==> config.mk <==
export PLATFORM = sky130hd
export DESIGN_NAME = dma_split_place
export DESIGN_NICKNAME = d
export VERILOG_FILES = /design/src/rtl/dma_split_place.sv
export SDC_FILE = /design/constraint.sdc
export NUM_CORES = 1
export LEC_CHECK = 0
export ABC_CLOCK_PERIOD_IN_PS = 8400
export BUFFER_PORTS_ARGS = -buffer_cell sky130_fd_sc_hd__buf_4
export CORE_MARGIN = 10
export CORE_UTILIZATION = 58
export DETAILED_ROUTE_END_ITERATION = 6
export PLACE_DENSITY = 0.77
export SLEW_MARGIN = 20
export SYNTH_ARGS = -nofsm -noshare
export SYNTH_HDL_FRONTEND = slang
export SYNTH_SLANG_ARGS = --single-unit
export TNS_END_PERCENT = 20
==> constraint.sdc <==
create_clock -name clk -period 8.4 [get_ports clk]
set_clock_uncertainty 0.2 [all_clocks]
set_input_delay 1.68 -clock clk [delete_from_list [all_inputs] [get_ports clk]]
set_output_delay 1.68 -clock clk [all_outputs]
set_load 0.03 [all_outputs]
==> src/rtl/dma_split_place.sv <==
`timescale 1ns/1ps
module dma_split_place #(
  parameter int AW   = 32,
  parameter int LW   = 20,
  parameter int DW   = 32,
  parameter int TAGS = 4,
  localparam int TW  = $clog2(TAGS),
  localparam int SW  = 13,
  localparam int CW  = 11
) (
  input  logic          clk,
  input  logic          rst_n,
  input  logic          req_valid,
  output logic          req_ready,
  input  logic          req_is_read,
  input  logic [AW-1:0] req_link,
  input  logic [AW-1:0] req_local,
  input  logic [LW-1:0] req_len,
  input  logic [2:0]    cfg_mps,
  input  logic [2:0]    cfg_mrrs,
  output logic          sub_valid,
  input  logic          sub_ready,
  output logic          sub_is_read,
  output logic [AW-1:0] sub_addr,
  output logic [AW-1:0] sub_local,
  output logic [SW-1:0] sub_len,
  output logic [TW-1:0] sub_tag,
  input  logic          cpl_valid,
  input  logic [TW-1:0] cpl_tag,
  input  logic [DW-1:0] cpl_data,
  output logic          lw_valid,
  output logic [AW-1:0] lw_addr,
  output logic [DW-1:0] lw_data,
  output logic          done
);

  logic          active, is_rd, hold;
  logic [AW-1:0] link_a, loc_a;
  logic [LW-1:0] rem, rx_left, cut;
  logic [TAGS-1:0] busy;
  logic [AW-1:0] t_addr [TAGS];
  logic [CW-1:0] t_cnt  [TAGS];
  logic [TW-1:0] tag_q, free_tag;
  logic          any_free, issue, cpl_ok;
  logic [2:0]    enc, enc_c;
  logic [SW-1:0] lim, to_bnd;

  always_comb begin
    free_tag = '0;
    any_free = 1'b0;
    for (int i = TAGS - 1; i >= 0; i--) begin
      if (!busy[i]) begin
        free_tag = TW'(i);
        any_free = 1'b1;
      end
    end
  end

  assign enc    = is_rd ? cfg_mrrs : cfg_mps;
  assign enc_c  = (enc > 3'd5) ? 3'd5 : enc;
  assign lim    = SW'(128) << enc_c;
  assign to_bnd = SW'(4096) - {1'b0, link_a[11:0]};

  always_comb begin
    cut = rem;
    if (LW'(to_bnd) < cut) cut = LW'(to_bnd);
    if (LW'(lim) < cut)    cut = LW'(lim);
  end

  assign req_ready   = !active;
  assign sub_valid   = active && (rem != '0) && (!is_rd || hold || any_free);
  assign sub_is_read = is_rd;
  assign sub_addr    = link_a;
  assign sub_local   = loc_a;
  assign sub_len     = cut[SW-1:0];
  assign sub_tag     = !is_rd ? '0 : (hold ? tag_q : free_tag);
  assign issue       = sub_valid && sub_ready;

  assign cpl_ok   = cpl_valid && active && is_rd;
  assign lw_valid = cpl_ok;
  assign lw_addr  = t_addr[cpl_tag];
  assign lw_data  = cpl_data;

  always_ff @(posedge clk) begin
    if (!rst_n) begin
      active  <= 1'b0;
      is_rd   <= 1'b0;
      hold    <= 1'b0;
      done    <= 1'b0;
      link_a  <= '0;
      loc_a   <= '0;
      rem     <= '0;
      rx_left <= '0;
      tag_q   <= '0;
      busy    <= '0;
      for (int i = 0; i < TAGS; i++) begin
        t_addr[i] <= '0;
        t_cnt[i]  <= '0;
      end
    end else begin
      done  <= 1'b0;
      hold  <= sub_valid && !sub_ready;
      tag_q <= sub_tag;
      if (req_valid && !active) begin
        active  <= 1'b1;
        is_rd   <= req_is_read;
        link_a  <= req_link;
        loc_a   <= req_local;
        rem     <= req_len;
        rx_left <= req_len;
      end
      if (issue) begin
        link_a <= link_a + AW'(cut);
        loc_a  <= loc_a + AW'(cut);
        rem    <= rem - cut;
        if (is_rd) begin
          busy[sub_tag]   <= 1'b1;
          t_addr[sub_tag] <= loc_a;
          t_cnt[sub_tag]  <= CW'(cut >> 2);
        end else if (rem == cut) begin
          active <= 1'b0;
          done   <= 1'b1;
        end
      end
      if (cpl_ok) begin
        t_addr[cpl_tag] <= t_addr[cpl_tag] + AW'(4);
        t_cnt[cpl_tag]  <= t_cnt[cpl_tag] - CW'(1);
        if (t_cnt[cpl_tag] == CW'(1)) busy[cpl_tag] <= 1'b0;
        rx_left <= rx_left - LW'(4);
        if (rx_left == LW'(4)) begin
          active <= 1'b0;
          done   <= 1'b1;
        end
      end
    end
  end

endmodule


==> results by group <==
Cells and area
  – Final Instance Area: approximately 21000 um^2
  – N_diodes: 0
  – Area grow syn2layout: 16.5%
  – Fill cells: 2405
  – Layout Nets: 2345
  – Final cell count without fillers: 2551
  – Share of cells above drive strength 1: 19.3%

STA
  – Worst Tran Pin Value: 1.09 ns
  – RSZ-0062 raised after global routing: no
  – Endpoints failing setup: 0
  – Slew Viols, Final: 0
  – Fin Setup TNS: 0 ns
  – Fmax: 124 MHz
  – Post-route minimum period: between 8 and 9 ns
  – Relative slew slack: between 20% and 30%
  – Period utilization: 96.0%
  – Final hold violations: 0

Power
  – Peak supply drop: ~0.14 mV
  – Pwr dens: 217 nW/um^2
  – Leak pwr: between 8 and 9 nW
  – Flop pwr share: 35.7%
  – Internal: approximately 0.0031 W
  – Clock power share: 33.5%
  – Logic pwr share: about 31%
  – Net Sw Frac: roughly 34%
  – P_sw: 0.00156 W

CTS
  – CTS H-tree lvls: 2
  – Clock Sinks: around 290
  – Hold-fix buffers, CTS: 0
  – Root buf cell: clkbuf_16
  – Num CTS Buffers: 34
  – Worst-Skew Late Latency: between 0.5 and 0.6 ns
  – CTS tree: built
  – Clock buffer depth: 3
  – Clk slew on worst S/H paths: roughly 0.06 ns

Critical path
  – Buf/Inv on CP: 6
  – Worst-path fanout max: 7
  – Crit start category: flip-flop
  – Critical path endpoint category: output port
  – Max stage delay cell, worst path: or4_4
  – Arrival time at the worst endpoint: roughly 6.2 ns
  – Setup CP Type: reg2out
  – Required @ worst endpoint: about 6.5 ns
  – Crit-path max cell delay: 0.47 ns
  – Cell depth of the worst setup path: 25
  – Cell depth of the worst flop-to-flop path: 32
  – Crit-path leading delay family: simple AND/OR/NAND/NOR gates
  – Most used cell, CP: ha_1

Yosys
  – Adder-Cell Fraction of Synth Area: around 6%
  – Yosys Warn Count: 0
  – FFs w/ async S/R, synth: 0%
  – #FFs+latches synth: 286
  – Top post-synthesis cells by area: edfxtp_1, dfxtp_1, nand2_1
  – Mux cell area share after synthesis: 6.75%
  – Area leader, netlist: edfxtp_1
  – Post-synth EDFFs: about 170
  – Main combinational cell family by area after synthesis: compound AO/OA/AOI/OAI gates
  – Post-synth top area share: 28.3%
  – Post-synthesis xor/xnor area fraction: 4.03%
  – Post-Synth Simple-Gate Area: 18.0%
  – Sequential area share after synthesis: 40.8%
  – Synth Instances: 1973
  – Complex-gate fraction of the synthesized area: 18.7%
  – Synth Area per Inst: about 9.2 um^2
  – Unique masters post-synth: 87
  – Mapped Area: between 15000 and 20000 um^2
  – Top_reg_cell synth: edfxtp_1

Die
  – CORE AREA: 30800 um^2
  – Die W: 197 um
  – Die Ht: between 150 and 200 um
  – Num rows: 64
  – Die area: 39000 um^2
  – I/O pins: about 280
  – Starting Density: 59.2%

Route
  – Antenna Violating Nets Remaining: 0
  – Detailed-route vias per instance: 6.44
  – DRC violations left: 0
  – Drt pass-1 iters: 6
  – Routed WL per cell: 22.4 um
  – Routed vias: 16437
  – DR iter-0 viols: between 1500 and 2000
  – WL final: 57100 um

Min path
  – WHS Path Cells: 2
  – Hold Crit Class: reg2reg

Run
  – Max cap viols: 0

Global route
  – First-pass GRT wire length: 88700 um
  – Met2 Usage GRT: roughly half
  – Largest net degree at the start of global routing: 85
  – GRT Max-Usage Layer: met2
  – Number of global-route vias before repair: approximately 16000
  – Grt met1 use: 34.5%
  – Gr ovfl total: 0
  – Met3 usage in global routing: 5.43%
  – All-Layer GR Usage: 28.4%
  – Initial antenna violation count: 0

Outcome
  – Outcome: complete, no violations

Placed design
  – Port Buf Inserts: 213
  – Hpwl dp: a little under 40000 um
  – Placed insts: 2483
  – Final Wtd Congestion: 0.957
  – Post-placement cell area: 19900 um^2
[power by group through the flow]
stage / sequential, W / clock [W] / combinational (W)
floorplan: 0.00169 / 0 / 0.000949
global placement: 0.00167 / 0 / 0.00133
detailed placement: 0.00167 / 0 / 0.00135
CTS: 0.00165 / 0.00156 / 0.00136
global route: 0.00166 / 0.00162 / 0.00154
finish: 0.00165 / 0.00155 / 0.00142
[synth_stat cells (all sizes together) (48+ instances only)]
library cell  instances
nor2                114
ha                   83
edfxtp              172
xnor2                53
dfxtp               114
nand2               328
inv                  66
nand3                48
buf                  57
o22ai                49
o21ai               173
clkbuf               90
a21oi                97
[worst min-delay path: cells and delay by family, from the launching register on]
| family | cells | cell delay, ns |
|---|---|---|
| flops | 1 | 0.31 |
| compound gates | 1 | 0.05 |
| simple gates | 1 | 0.05 |
[per-stage QoR]
stage | setup slack (ns) | hold WS, ns | util (%) | power, W
6_report | 0.333 | 0.255 | 68.9 | 0.00462
5_1_grt | 0.0330 | 0.284 | 68.9 | 0.00482
4_1_cts | 0.00853 | 0.257 | 68.4 | 0.00456
3_5_place_dp | -0.0588 | 0.249 | 64.6 | 0.00302
3_3_place_gp | 0.181 | 0.241 | 64.6 | 0.00300
2_1_floorplan | 0.564 | 0.232 | - | 0.00264
[registers in the layout, indices dropped and copies added, names as in the netlist]
signal and cells:
t_cnt 44, busy 4, active 1, sub_local 32, tag_q 2, rx_left 20, sub_is_read 1, done 1
t_addr 128, sub_addr 32, rem 20, hold 1
[final cells by class]
| cell class | count | area, um^2 | share of cell area, % |
|---|---|---|---|
| flip-flops and latches | 286 | 7450 | 35.0 |
| repair buffers | 249 | 1880 | 8.85 |
| clock inverters | 16 | 209 | 0.983 |
| multi-input cells | 1491 | 10000 | 47.1 |
| well taps | 396 | 495 | 2.33 |
| inverters | 67 | 251 | 1.18 |
| clock buffers | 46 | 958 | 4.51 |
[worst paths after layout]
path | from | endpoint | slack [ns]
worst max-delay path | sub_addr[1] | sub_len[10] | 0.33
worst min-delay path | rx_left[0] | rx_left[0] | 0.25
worst max register to register | sub_addr[1] | sub_addr[21] | 0.46
worst min register to register | rx_left[0] | rx_left[0] | 0.25
[placed cells by master, fill, tap and decap left out, types with 28 or more instances in the layout]
cell       instances
nand3_1           45
o21ai_0          155
buf_4            246
mux4_2            43
nor2_1           107
ha_1              83
a311oi_1          28
inv_1             65
nand2_1          322
clkbuf_16         36
a31oi_1           29
a21oi_1           97
xnor2_1           52
dfxtp_1          114
o22ai_1           49
xor2_1            31
edfxtp_1         172
[cells by family after synthesis]
family | count (synthesis)
buffers and inverters | 214
adder cells (fa/ha/maj) | 86
other | 2
XOR/XNOR | 84
AND/OR/NAND/NOR | 694
multiplexers | 66
AO/OA/AOI/OAI | 541
flip-flops | 286
[routing by layer]
layer,share of wire (%),vias to the layer above
li1,-,7554
met1,38,7774
met2,49,947
met3,9.1,162
met4,3.6,0
met5,0,-
[timing repair]
action                                  4_1_cts  5_1_grt
endpoints found under the setup margin        2       45
gates resized for setup                       2       24
setup buffers                                 0        6
pin swaps                                     0        6
Power figures use the tool's default switching activity.
